[src/rtl/rstsup_pkg.sv]
package rstsup_pkg;
  typedef enum logic [1:0] {
    SEL_STAT = 2'd0,
    SEL_WDOG = 2'd1,
    SEL_THR  = 2'd2,
    SEL_NONE = 2'd3
  } sel_e;

  localparam logic [3:0] KICK_KEY = 4'b1010;
  localparam int CODE_W = 5;
  localparam int MAX_CODE = (1 << CODE_W) - 1;

  // status bit positions
  localparam int ST_WD  = 7;
  localparam int ST_POR = 6;
  localparam int ST_LV  = 5;
  localparam int ST_BKP = 4;
endpackage

[src/rtl/rstsup_regs.sv]
module rstsup_regs
  import rstsup_pkg::*;
#(
  parameter int NUM_LEVELS = 4,
  localparam int TW = (NUM_LEVELS > 1) ? $clog2(NUM_LEVELS) : 1
) (
  input  logic              clk,
  input  logic              por_n,
  input  logic              wr_en,
  input  logic [1:0]        reg_sel,
  input  logic [7:0]        wr_data,
  output logic [7:0]        rd_data,
  input  logic              wd_fire,
  input  logic              lv_now,
  input  logic              bkp_low,
  output logic              wd_en,
  output logic [CODE_W-1:0] wd_code,
  output logic [TW-1:0]     thr_sel,
  output logic              kick
);
  sel_e sel;
  logic wr_stat, wr_wdog, wr_thr;
  logic [3:0] flags, flag_set, flag_clr;

  assign sel     = sel_e'(reg_sel);
  assign wr_stat = wr_en && (sel == SEL_STAT);
  assign wr_wdog = wr_en && (sel == SEL_WDOG);
  assign wr_thr  = wr_en && (sel == SEL_THR);
  assign kick    = wr_stat && (wr_data[3:0] == KICK_KEY);

  // flags[3]=wd, [2]=por, [1]=lv, [0]=bkp
  assign flag_set = {wd_fire, 1'b0, lv_now, bkp_low};
  assign flag_clr = wr_stat ? wr_data[7:4] : 4'b0;

  always_ff @(posedge clk or negedge por_n) begin
    if (!por_n) begin
      flags   <= 4'b0100;
      wd_en   <= 1'b0;
      wd_code <= '0;
      thr_sel <= '0;
    end else begin
      flags <= (flags & ~flag_clr) | flag_set;
      if (wr_wdog) begin
        wd_en   <= wr_data[7];
        wd_code <= wr_data[CODE_W-1:0];
      end
      if (wr_thr) thr_sel <= wr_data[TW-1:0];
    end
  end

  always_comb begin
    rd_data = '0;
    case (sel)
      SEL_STAT: rd_data[7:4] = flags;
      SEL_WDOG: begin
        rd_data[7]          = wd_en;
        rd_data[CODE_W-1:0] = wd_code;
      end
      SEL_THR:  rd_data[TW-1:0] = thr_sel;
      default:  rd_data = '0;
    endcase
  end


  wd_flag_sticky_chk: assert property (@(posedge clk) disable iff (!por_n)
    $fell(flags[3]) |-> $past(wr_stat && wr_data[ST_WD]));

  bkp_flag_set_chk: assert property (@(posedge clk) disable iff (!por_n)
    bkp_low |=> flags[0]);

  wd_flag_set_chk: assert property (@(posedge clk) disable iff (!por_n)
    wd_fire |=> flags[3]);
endmodule

[src/rtl/rstsup_wdog.sv]
module rstsup_wdog
  import rstsup_pkg::*;
#(
  parameter int STEP_TICKS = 100,
  localparam int CW = $clog2(MAX_CODE * STEP_TICKS + 1)
) (
  input  logic              clk,
  input  logic              por_n,
  input  logic              tick,
  input  logic              wd_en,
  input  logic [CODE_W-1:0] wd_code,
  input  logic              hold,
  input  logic              kick,
  output logic              fire
);
  logic [CW-1:0] cnt, limit;
  logic run;

  assign limit = CW'(wd_code) * CW'(STEP_TICKS);
  assign run   = wd_en && (wd_code != '0) && !hold;
  assign fire  = run && tick && !kick && (cnt >= limit - CW'(1));

  always_ff @(posedge clk or negedge por_n) begin
    if (!por_n)                 cnt <= '0;
    else if (!run || kick || fire) cnt <= '0;
    else if (tick)              cnt <= cnt + CW'(1);
  end


  fire_gate_chk: assert property (@(posedge clk) disable iff (!por_n)
    fire |-> (wd_en && wd_code != '0 && !hold));

  hold_clear_chk: assert property (@(posedge clk) disable iff (!por_n)
    hold |=> (cnt == '0));

  kick_clear_chk: assert property (@(posedge clk) disable iff (!por_n)
    kick |=> (cnt == '0));
endmodule

[src/rtl/rstsup_hold.sv]
module rstsup_hold #(
  parameter int HOLD_TICKS = 100,
  localparam int HW = $clog2(HOLD_TICKS + 1)
) (
  input  logic clk,
  input  logic por_n,
  input  logic tick,
  input  logic lv_now,
  input  logic wd_fire,
  output logic active
);
  logic [HW-1:0] left;

  always_ff @(posedge clk or negedge por_n) begin
    if (!por_n) begin
      active <= 1'b1;
      left   <= HW'(HOLD_TICKS);
    end else if (lv_now || wd_fire) begin
      active <= 1'b1;
      left   <= HW'(HOLD_TICKS);
    end else if (active && tick) begin
      if (left == HW'(1)) active <= 1'b0;
      left <= left - HW'(1);
    end
  end


  lv_assert_chk: assert property (@(posedge clk) disable iff (!por_n)
    lv_now |=> active);

  wd_assert_chk: assert property (@(posedge clk) disable iff (!por_n)
    wd_fire |=> active);

  release_on_tick_chk: assert property (@(posedge clk) disable iff (!por_n)
    $fell(active) |-> $past(tick));
endmodule

[src/rtl/rst_supervisor.sv]
module rst_supervisor
  import rstsup_pkg::*;
#(
  parameter int NUM_LEVELS = 4,
  parameter int STEP_TICKS = 100,
  parameter int HOLD_TICKS = 100
) (
  input  logic                  clk,
  input  logic                  por_n,
  input  logic                  tick_1k,
  input  logic [NUM_LEVELS-1:0] lv_below,
  input  logic                  bkp_low,
  input  logic                  wr_en,
  input  logic [1:0]            reg_sel,
  input  logic [7:0]            wr_data,
  output logic [7:0]            rd_data,
  output logic                  rst_out_n
);
  localparam int TW = (NUM_LEVELS > 1) ? $clog2(NUM_LEVELS) : 1;

  logic              wd_en, kick, fire, active, lv_now;
  logic [CODE_W-1:0] wd_code;
  logic [TW-1:0]     thr_sel;

  assign lv_now    = lv_below[thr_sel];
  assign rst_out_n = !active;

  rstsup_regs #(.NUM_LEVELS(NUM_LEVELS)) u_regs (
    .clk(clk), .por_n(por_n), .wr_en(wr_en), .reg_sel(reg_sel),
    .wr_data(wr_data), .rd_data(rd_data), .wd_fire(fire), .lv_now(lv_now),
    .bkp_low(bkp_low), .wd_en(wd_en), .wd_code(wd_code), .thr_sel(thr_sel),
    .kick(kick)
  );

  rstsup_wdog #(.STEP_TICKS(STEP_TICKS)) u_wdog (
    .clk(clk), .por_n(por_n), .tick(tick_1k), .wd_en(wd_en),
    .wd_code(wd_code), .hold(active || lv_now), .kick(kick), .fire(fire)
  );

  rstsup_hold #(.HOLD_TICKS(HOLD_TICKS)) u_hold (
    .clk(clk), .por_n(por_n), .tick(tick_1k), .lv_now(lv_now),
    .wd_fire(fire), .active(active)
  );


  bkp_no_reset_chk: assert property (@(posedge clk) disable iff (!por_n)
    (bkp_low && !lv_now && !fire && rst_out_n) |=> rst_out_n);
endmodule

[config.mk]
export PLATFORM = sky130hd
export DESIGN_NAME = rst_supervisor
export DESIGN_NICKNAME = d
export VERILOG_FILES = /design/src/rtl/rstsup_pkg.sv /design/src/rtl/rstsup_regs.sv /design/src/rtl/rstsup_wdog.sv /design/src/rtl/rstsup_hold.sv /design/src/rtl/rst_supervisor.sv
export SDC_FILE = /design/constraint.sdc
export NUM_CORES = 1
export LEC_CHECK = 0
export ABC_AREA = 0
export BUFFER_PORTS_ARGS = -buffer_cell sky130_fd_sc_hd__buf_2
export CORE_ASPECT_RATIO = 0.5
export CORE_MARGIN = 3
export CORE_UTILIZATION = 57
export DETAILED_ROUTE_END_ITERATION = 10
export PLACE_DENSITY = 0.78
export RECOVER_POWER = 50
export SYNTH_ARGS = -nofsm -noshare
export SYNTH_HDL_FRONTEND = slang
export SYNTH_SLANG_ARGS = --single-unit
[constraint.sdc]
create_clock -name clk -period 4.9 [get_ports clk]
set_input_delay 1.47 -clock clk [delete_from_list [all_inputs] [get_ports clk]]
set_output_delay 1.47 -clock clk [all_outputs]
set_load 0.05 [all_outputs]
### Yosys cells after proc, flatten, opt, wreduce, memory -nomap -nowiden

Index checks and enable logic that the tools add are counted.

* logic and storage cells: 59
* register bits after elaboration: 32
* bits of input ports: 19

* magnitude comparators: 2
* multiplexer cells: 15
* add/sub/neg operators: 3
* multiply operators: 1
* reductions and logical operators: 24
* eq/ne operators: 4
* bitwise operators: 3

Operators by type and width (count)
* two-way mux 12 bit: 2
* two-way mux 7 bit: 2
* adder 12 x 1 -> 12 bit, second input constant: 1
* >= comparator 12 bit: 1
* subtractor 12 x 1 -> 12 bit, second input constant: 1
* logical AND 1 bit: 10
* multiplier 5 x 5 -> 10 bit, second input constant: 1
* equality test 7 x 1 -> 1 bit, second input constant: 1
* subtractor 7 x 1 -> 7 bit, second input constant: 1
* nonzero test 2 bit: 3
* nonzero test 5 bit: 1
* bitwise AND 4 bit: 1
* equality test 4 bit, second input constant: 1
* logical NOT 1 bit: 4
* logical OR 1 bit: 4
* two-way mux 1 bit: 4
* two-way mux 2 bit: 2
* two-way mux 4 bit: 1
* NOT 4 bit: 1
* bitwise OR 4 bit: 1
* case mux 1 bit (2 select lines): 2
* case mux 2 bit (2 select lines): 1
* less-than comparator 2 x 3 -> 1 bit, second input constant: 1
* binary-select mux 1 bit (select 2 bit): 1
* 4 further kinds: 4

### Depth between registers and ports, before layout

Gate-level depths: netlist (run 1).

* word-level depth: 11
* mapped depth: 18

### Modules after synthesis

Synthesis (run 1) repeated with hierarchy kept, for this count alone.

* cell total of the unflattened synthesis: 258
* area total of the unflattened synthesis: 2546.2 sq um

By module, submodules not included
* rstsup_wdog: seq. area each 300.3 sq um, area an instance 1506.4 sq um, instances 1, cells an instance 167
* rstsup_regs: seq. area each 301.5 sq um, area an instance 585.6 sq um, instances 1, cells an instance 48
* rstsup_hold: seq. area each 205.2 sq um, area an instance 421.7 sq um, instances 1, cells an instance 40
* rst_supervisor: seq. area each 0.0 sq um, area an instance 32.5 sq um, instances 1, cells an instance 3

### Least setup slack after synthesis (run 1)

OpenSTA, ideal clock, no wires.

* kind: input to output
* from: input reg_sel[1]
* to: output rd_data[1]
* arrival time: 2.559 ns
* path slack: 0.871 ns
* path buffers: 0
* stages: 4
* path through: inv_1 -> ha_1 -> a22oi_1 -> nor2b_1

* cells in the longest elaborated chain, start to end: 2
* elaborated cells on any way between the ends: 3

Ends and longest elaborated chain
* start, declared: line rst_supervisor.sv:14 `input logic [1:0] reg_sel,`
* equality test 2 bit / equality test 2 x 1 -> 1 bit (equally long branches): line rstsup_regs.sv:53 `case (sel)`
* case mux 2 bit (2 select lines) *: line rstsup_regs.sv:53
* end, declared: line rst_supervisor.sv:16 `output logic [7:0] rd_data,`

Every way passes the cells marked *; elsewhere a longest branch is shown, timed or not.

### Final worst setup path (run 1)

* from: register u_regs.wd_code[0]
* to: register u_wdog.cnt[5]

* cells in the longest elaborated chain, start to end: 8
* elaborated cells on any way between the ends: 14

Ends and longest elaborated chain
* start, declared: line rstsup_regs.sv:17 `output logic [CODE_W-1:0] wd_code,`
* start signal, assigned: line rstsup_regs.sv:45 `wd_code <= wr_data[CODE_W-1:0];`
* branches (longest 6 deep; another with subtractor 12 x 1 -> 12 bit)
* logical OR 1 bit *: line rstsup_wdog.sv:25 `else if (!run || kick || fire) cnt <= '0;`
* two-way mux 12 bit / nonzero test 2 bit (equally long branches)
* end signal, assigned: line rstsup_wdog.sv:26 `else if (tick) cnt <= cnt + CW'(1);`
* end, declared: line rstsup_wdog.sv:16 `logic [CW-1:0] cnt, limit;`

Mark *: on every way between the ends.
A chain may end at the register's enable or synchronous reset.

==> results.toml, run 1 <==
[worst_setup_path]
cp_common_cell = "ha_1"
arrival_ns = 4.67
crit_buf_inv = 3
cp_data_required_time_ns = 5.11
critical-path-top-delay-family = "adder cells"
critical_path.max_fanout = 11
path_cells = "inv_1 > ha_1 > ha_1 > ha_1 > inv_1 > fa_1 > xor2_1 > nand4_1 > nand3b_1 > xnor2_1 > ha_1 > nand4_1 > a211oi_1 > a211oi_2 > buf_4 > nand2_2 > o211ai_1"
slowest_delay_ns = 0.48
critPathKind = "register to register"
critical_path.slowest_cell = "dfrtp_1"
start_kind = "register"
end_kind = "register"

[power_and_ir_drop]
pwr-share-clk_pct = 24.1
seqPwrFrac_pct = 31.5
power.density_mw_per_mm2 = 379
power.internal_mw = 0.654
comb_power_share_pct = 44.4
ir_worst_vdd_uv = 238
p_leak_nw = 1.27
switching_share_pct = 37.6
power.switching_mw = 0.394

[placed_design]
dp.cells = 331
post-dp-hpwl_um = 3950
portBuffers = 27
gp_congestion = 0.877

[floorplanning]
io_pins = 28
die_w_um = 99.4
fp-row-count = 16
core_mm2 = 0.00404
die-area_mm2 = 0.00524
die_h_um = 52.7
initial_utilization_pct = 61.5

[clocking]
cts_made_buffers = 5
cts_max_level = 2
clock-root-buffer = "clkbuf_8"
cts_resized = 0
clock_latency_ns = 0.29
cts_setup_buffers = 0
path_clk_slew_ns = 0.07
cts_hold_buf = 0
cts.sinks = 32
cts_tree = "built"
cts_buffer_depth = 2

[routing]
via_per_inst = 5.93
ant_nets = 0
routedWlPerCell_um = 15.1
drt-initial-drc-count = 82
vias = 2010
drc = 0
drt_first_pass_iters = 5
drt-total-wl_um = 5140

[sta]
setup_viol = 0
fin_crit_sh_pct = 91.1
fin_tns_setup_ns = 0
rsz0062_at_grt = "false"
slew_viol_final = 33
hold_viol = 0
relSlewSlack_pct = -12.5
period_minus_slack_ns = 4.46
fmax_ghz = 0.224
tightestPinTransition_ns = 1.69
clock_skew_ns = 0.00683

[synth]
avgSynthCellArea_um2 = 9.83
synth_edf_count = 0
syn-num-nets = 311
synth_seq_cells = 32
yosys_most_used_dff = "dfrtp_1"
synthCells = 253
yosysSeqAreaShare_pct = 32.4
synth.distinct_cells = 52
synth-async-reset-ratio_pct = 100
synth_warnings = 0
syn_area_mm2 = 0.00249

[final_layout]
layout-drive-gt1-share_pct = 18.6
num_antenna_cells = 0
nFillCells = 321
nNetsFinal = 342
area_delta_synth_final_pct = 11.1
stdcell_count = 339

[grt]
grt_start_max_net_pins = 33
overflow = 0
grt_pass1_vias = 1963
grt_antenna_before_repair = 0
grt_pass1_wl_um = 8800
track_usage_pct = 21.5

[status]
status = "finished with violations"
violations = "capacitance limit, slew limit"

[worst_hold_path]
hp-class = "register to register"

[flow_run]
cap_violations = 1
-- final cells by class --
class	instances	area, um2	area share [%]
sequential	32	807	29.2
clock inverter	2	35.0	1.27
timing repair buffer	28	141	5.12
inverter	17	63.8	2.31
tap	54	67.6	2.45
multi-input combinational	200	1580	57.0
clock buffer	6	72.6	2.63
-- flip-flops by register name, indices dropped and copies added (netlist names) --
| signal | cells |
|---|---|
| u_hold.active | 1 |
| u_regs.flags | 4 |
| u_wdog.cnt | 12 |
| u_hold.left | 7 |
| u_regs.wd_code | 5 |
| u_regs.wd_en | 1 |
| u_regs.thr_sel | 2 |
-- worst paths after layout --
kind	from	end	slack, ns	depth (start not counted)
min in group asynchronous	por_n	u_wdog.cnt[11]	1.60	1
max reg2reg	u_regs.wd_code[0]	u_wdog.cnt[5]	0.44	17
min reg2reg	u_regs.flags[1]	u_regs.flags[1]	0.48	1
max in group asynchronous	por_n	u_regs.thr_sel[1]	2.31	1
max	u_regs.wd_code[0]	u_wdog.cnt[5]	0.44	17
min	u_regs.flags[1]	u_regs.flags[1]	0.48	1
-- cells by family (layout without fill, tap and decap cells) --
kind of cell	Yosys count	after routing	synth area share, %
adders and majority gates	39	39	19.9
AOI/OAI and AO/OA	39	39	11.1
muxes	11	11	5.33
xor gates and xnor gates	19	19	6.69
buffers and inverters	21	53	4.23
and+or+nand+nor	92	92	20.3
DFF	32	32	32.4
-- power groups by stage --
stage,Combinational [mW],Sequential (mW),Clock (mW)
4_1_cts,0.469,0.330,0.256
6_report,0.466,0.330,0.252
5_1_grt,0.532,0.335,0.267
2_1_floorplan,0.363,0.324,0
3_3_place_gp,0.434,0.332,0
3_5_place_dp,0.462,0.334,0
-- metal layers --
layer  part of all wire [%]  up-vias  GRT usage, %
li1                       -      976             -
met1                     46      960          27.0
met2                     46       61          36.4
met3                    6.3       13          5.84
met4                    1.6        0          6.80
met5                      0        -             0
-- Yosys cell counts (2+ instances only) --
cell type  count  area, um2
dfstp_2        5        131
mux2_2         8       90.1
a31oi_1        3       18.8
a21oi_1        5       25.0
nand3_1       11       55.1
a22o_1         2       17.5
xnor2_1       15        131
nand3b_1       4       30.0
nor3_1         3       15.0
nor2b_1        2       12.5
nor2_1        10       37.5
xor2_1         4       35.0
a21o_1         4       30.0
ha_1          38        475
nand4_1        8       50.1
mux2i_1        2       20.0
nand4b_1       3       26.3
dfrtp_1       27        676
and2_1         5       31.3
nor4_1         4       25.0
a21boi_0       2       15.0
a22oi_1        2       15.0
o21ai_0        6       30.0
and4_1         2       17.5
o211ai_1       4       30.0
and3_1         2       12.5
nand2_1       27        101
buf_2          2       10.0
nand2b_1       4       25.0
inv_1         17       63.8
-- per-stage QoR --
step / instance area (um2) / util, % / setup WS (ns) / hold slack, ns / total power, mW
2_1_floorplan: 2490 / - / 0.871 / 0.442 / 0.688
6_report: 2760 / 68.3 / 0.438 / 0.478 / 1.05
5_1_grt: 2760 / 68.3 / 0.0628 / 0.495 / 1.13
3_5_place_dp: 2660 / 65.7 / 0.487 / 0.463 / 0.795
4_1_cts: 2760 / 68.3 / 0.439 / 0.484 / 1.05
3_3_place_gp: 2660 / 65.7 / 0.744 / 0.453 / 0.765
-- placed cells by master (no fill, tap or decap), types with 4 or more instances in the layout --
cell | Yosys | layout
ha_1 | 38 | 38
nand2_1 | 27 | 27
dfrtp_1 | 27 | 27
buf_2 | 2 | 26
inv_1 | 17 | 17
xnor2_1 | 15 | 15
nand3_1 | 11 | 11
nor2_1 | 10 | 10
nand4_1 | 8 | 8
mux2_2 | 8 | 8
o21ai_0 | 6 | 6
a21oi_1 | 5 | 5
clkbuf_8 | 0 | 5
dfstp_2 | 5 | 5
nand3b_1 | 4 | 4
xor2_1 | 4 | 4
a21o_1 | 4 | 4
and2_1 | 5 | 4
nor4_1 | 4 | 4
nand2b_1 | 4 | 4
o211ai_1 | 4 | 4
-- worst register-to-register path, delay by kind of cell, from the launching register on --
kind	cells	cell delay, ns
AND/OR/NAND/NOR	4	0.69
adder cells (fa/ha/maj)	5	1.49
buffers and inverters	3	0.45
flip-flops	1	0.48
XOR/XNOR	2	0.49
AO/OA/AOI/OAI	3	0.79
(Power assumes the default switching activity.)
==> inputs of run 2 (changes only) <==
Clock period 4.9 ns to 5.7 ns, I/O delays scaled along.
==> results.toml, run 2 (synthesis results as in run 1) <==
[final_layout]
finalInstanceArea_mm2 = 0.00276
layout-drive-gt1-share_pct = 18.2
nNetsFinal = 342
largest_reg_flops = 12
post-route-util_pct = 68.3
layout_common_cells = "38 x ha_1, 27 x nand2_1, 27 x dfrtp_1"
top_regs = "u_wdog.cnt (12), u_hold.left (7), u_regs.wd_code (5)"
num_antenna_cells = 0
area_delta_synth_final_pct = 11.1
final_common_cell = "ha_1"
largest_register = "u_wdog.cnt"

[grt]
grt_pass1_wl_um = 9360
grt_use_met3_pct = 5.71
grt_util_met1_pct = 28.4
grt_antenna_before_repair = 0
grtUsageMet2_pct = 39.4
overflow = 0
track_usage_pct = 22.8
grt-busiest-layer = "met2"
grt_start_max_net_pins = 33
grt_pass1_vias = 2107

[floorplanning]
io_pins = 28
die_h_um = 52.7
die_w_um = 99.4
die-area_mm2 = 0.00524
core_mm2 = 0.00404
initial_utilization_pct = 61.5
fp-row-count = 16

[routing]
ant_nets = 0
via_per_inst = 5.98
drt-initial-drc-count = 141
routedWlPerCell_um = 16.0
vias = 2027
drc = 0
drt-total-wl_um = 5440
drt_first_pass_iters = 4

[clocking]
cts_setup_buffers = 0
cts_tree = "built"
clock-root-buffer = "clkbuf_8"
cts_hold_buf = 0
cts_max_level = 2
path_clk_slew_ns = 0.08
clock_latency_ns = 0.29
cts.sinks = 32
cts_made_buffers = 5
cts_resized = 0
cts_buffer_depth = 2

[status]
violations = "capacitance limit, slew limit"
status = "finished with violations"

[worst_setup_path]
cp_data_required_time_ns = 3.99
critPathKind = "input port to output pin"
end_kind = "output pin"
critical_path.max_fanout = 7
arrival_ns = 2.71
start_kind = "input port"

[sta]
fin_tns_setup_ns = 0
slew_viol_final = 33
tightestPinTransition_ns = 1.71
rsz0062_at_grt = "false"
fin_crit_sh_pct = 77.5
fmax_ghz = 0.226
clock_skew_ns = 0.00592
period_minus_slack_ns = 4.42
relSlewSlack_pct = -14.0
hold_viol = 0
setup_viol = 0

[power_and_ir_drop]
ir_worst_vdd_uv = 164
p_leak_nw = 1.27
power.density_mw_per_mm2 = 330
total_power_mw = 0.912

[worst_hold_path]
hp-class = "register to register"

[flow_run]
cap_violations = 1

[placed_design]
portBuffers = 27
dpl_cell_area_mm2 = 0.00266
gp_congestion = 0.851
post-dp-hpwl_um = 4050
-- run 2: critical path: stages --
cell,delay [ns]
clkbuf_1,0.11
inv_1,0.09
ha_1,0.29
a22oi_1,0.13
nor2b_1,0.10
buf_2,0.26
-- run 2: final cells by class --
type	instances	area (um2)
well taps	54	67.6
inverters	17	63.8
fillers	320	1280
multi-input cells	200	1580
clock inverters	3	42.5
flip-flops and latches	32	807
clock buffers	5	68.8
repair buffers	28	139
-- run 2: final timing paths --
kind                                   start                end  slack [ns]  cells past startpoint
hold reg to reg              u_regs.flags[2]    u_regs.flags[2]        0.48                      1
hold / removal               u_regs.flags[2]    u_regs.flags[2]        0.48                      1
setup reg to reg           u_regs.wd_code[0]     u_hold.left[4]        1.34                     17
max in group asynchronous              por_n  u_regs.wd_code[3]        2.85                      1
min in group asynchronous              por_n      u_wdog.cnt[4]        1.85                      1
setup / recovery                  reg_sel[1]         rd_data[1]        1.28                      6
-- run 2: layer usage --
metal / share of wire (%) / wire length (um)
met4: 1.0 / 57
met5: 0 / 0
met1: 47 / 2540
met3: 6.0 / 325
met2: 46 / 2510
-- run 2: per-stage QoR --
| stage | hold slack [ns] | setup WS, ns | cells |
|---|---|---|---|
| final | 0.484 | 1.28 | 339 |
| after detailed placement | 0.459 | 1.30 | 331 |
| after floorplan | 0.442 | 1.19 | 253 |
| after CTS | 0.483 | 1.31 | 339 |
| after global placement | 0.461 | 1.38 | 331 |
| after global routing | 0.487 | 1.09 | 339 |
-- run 2: where the power goes --
group / leakage (nW) / total, mW / switching (mW) / internal [mW]
registers: 0.401 / 0.283 / 0.0293 / 0.254
logic: 0.812 / 0.402 / 0.223 / 0.180
clock network: 0.0541 / 0.227 / 0.0972 / 0.129
total: 1.27 / 0.912 / 0.349 / 0.563
==> inputs of run 3 (changes only) <==
Settings changed: CORE_UTILIZATION 57 to 53, PLACE_DENSITY 0.78 to 0.76.
Clock period 5.7 ns to 3.8 ns, I/O delays scaled along.
==> results.toml, run 3 (synthesis results as in run 1) <==
[worst_hold_path]
hp-class = "register to register"
holdPathStages = 1

[power_and_ir_drop]
power.density_mw_per_mm2 = 517
ir_worst_vdd_uv = 256
p_leak_nw = 1.40
total_power_mw = 1.68

[sta]
fin_crit_sh_pct = 102
setup_viol = 12
slew_viol_final = 33
worst_slack_ns = -0.0698
fmax_ghz = 0.258
period_minus_slack_ns = 3.87
clock_skew_ns = 0.00809
hold_viol = 0
hold_ws_ns = 0.475
rsz0062_at_grt = "true"
relSlewSlack_pct = -17.2
tightestPinTransition_ns = 1.76

[floorplanning]
die_h_um = 54.4
core_mm2 = 0.00420
die_w_um = 103
initial_utilization_pct = 59.2
die-area_mm2 = 0.00560
io_pins = 28
fp-row-count = 16

[grt]
grt_antenna_before_repair = 0
grt_start_max_net_pins = 33
grt_pass1_wl_um = 9080
overflow = 0
track_usage_pct = 21.1
grt_pass1_vias = 2000

[final_layout]
nFillCells = 225
final_common_cell = "nand2_1"
post-route-util_pct = 77.4
layout_common_cells = "27 x nand2_1, 26 x buf_2, 26 x dfrtp_1"
largest_register = "u_wdog.cnt"
layout-drive-gt1-share_pct = 35.6
regArea_um2 = 808
num_antenna_cells = 0
top_regs = "u_wdog.cnt (12), u_hold.left (7), u_regs.wd_code (5)"
largest_reg_flops = 12
area_delta_synth_final_pct = 30.8
nNetsFinal = 363
multi_input_area_mm2 = 0.00183
stdcell_count = 360

[routing]
vias = 2221
drc = 0
drt-total-wl_um = 6870
ant_nets = 0
routedWlPerCell_um = 19.1
drt_first_pass_iters = 5
drt-initial-drc-count = 137
via_per_inst = 6.17

[placed_design]
post-dp-hpwl_um = 4060
dp.cells = 338
dp_slack_ns = -0.155
gp_congestion = 0.858
portBuffers = 27

[flow_run]
cap_violations = 1

[clocking]
cts_max_level = 2
cts_buffer_depth = 2
path_clk_slew_ns = 0.07
cts.sinks = 32
cts_tree = "built"
clock-root-buffer = "clkbuf_8"
cts_hold_buf = 0
cts_made_buffers = 5
clock_latency_ns = 0.29

[worst_setup_path]
arrival_ns = 4.10
start_kind = "register"
rr_worst_depth = 17
reg2reg_slack_ns = -0.07
critPathKind = "register to register"
cp_data_required_time_ns = 4.03
critical_path.max_fanout = 8
end_kind = "register"

[status]
status = "finished with violations"
violations = "capacitance limit, slew limit, setup timing"
## run 3: changes by cell type in the layout (fill, tap and decap cells not counted), sizes merged
cell and change:
buf +21, clkbuf +1, clkinvlp -1
## run 3: worst paths after layout
path,from,end
worst max-delay path,u_regs.wd_code[0],u_hold.left[5]
worst max register to register,u_regs.wd_code[0],u_hold.left[5]
worst min register to register,u_regs.flags[1],u_regs.flags[1]
min in group asynchronous,por_n,u_wdog.cnt[5]
worst min-delay path,u_regs.flags[1],u_regs.flags[1]
max in group asynchronous,por_n,u_regs.wd_code[2]
## run 3: critical path: stages, from the launching register on
cell and delay (ns):
dfrtp_1 0.40, buf_4 0.18, ha_1 0.24, ha_4 0.27
ha_1 0.29, a21o_1 0.20, nand2_1 0.10, xor2_1 0.32
nand3b_1 0.14, xnor2_1 0.15, ha_1 0.33, nand4_1 0.14
a211oi_2 0.28, a211oi_4 0.08, buf_6 0.14, clkbuf_16 0.15
o21bai_4 0.23, nand2b_4 0.17
## run 3: routing by layer
layer,part of all wire [%],GRT usage (%),up-vias
met5,0,0,-
met4,1.7,5.59,0
met3,7.4,4.96,19
met2,47,33.8,104
met1,44,29.0,1081
li1,-,-,1017
## run 3: final cells by class
cell class,instances,share of cell area [%]
Timing Repair Buffer,49,11.4
Multi-Input combinational cell,200,56.4
Clock inverter,2,1.08
Tap cell,54,2.08
Sequential cell,32,24.8
Inverter,17,2.04
Clock buffer,6,2.23
## run 3: stage by stage
| step | TNS (ns) | area [um2] |
|---|---|---|
| final | -0.337 | 3250 |
| after floorplan | 0 | 2530 |
| after detailed placement | -1.33 | 2760 |
| after CTS | 0 | 2890 |
| after global routing | -3.50 | 3250 |
| after global placement | 0 | 2760 |
## run 3: power by group
part | leakage (nW) | switching, mW | internal [mW]
Sequential | 0.400 | 0.0372 | 0.382
Combinational | 0.950 | 0.471 | 0.469
Clock | 0.0552 | 0.129 | 0.195
Total | 1.40 | 0.637 | 1.05
## run 3: what timing repair did
action	CTS	global route
resized for setup	2	39
cloned	0	2
pin swaps	1	30
setup buffers	2	10
hold endpoints to repair	0	0
endpoints found under the setup margin	17	21
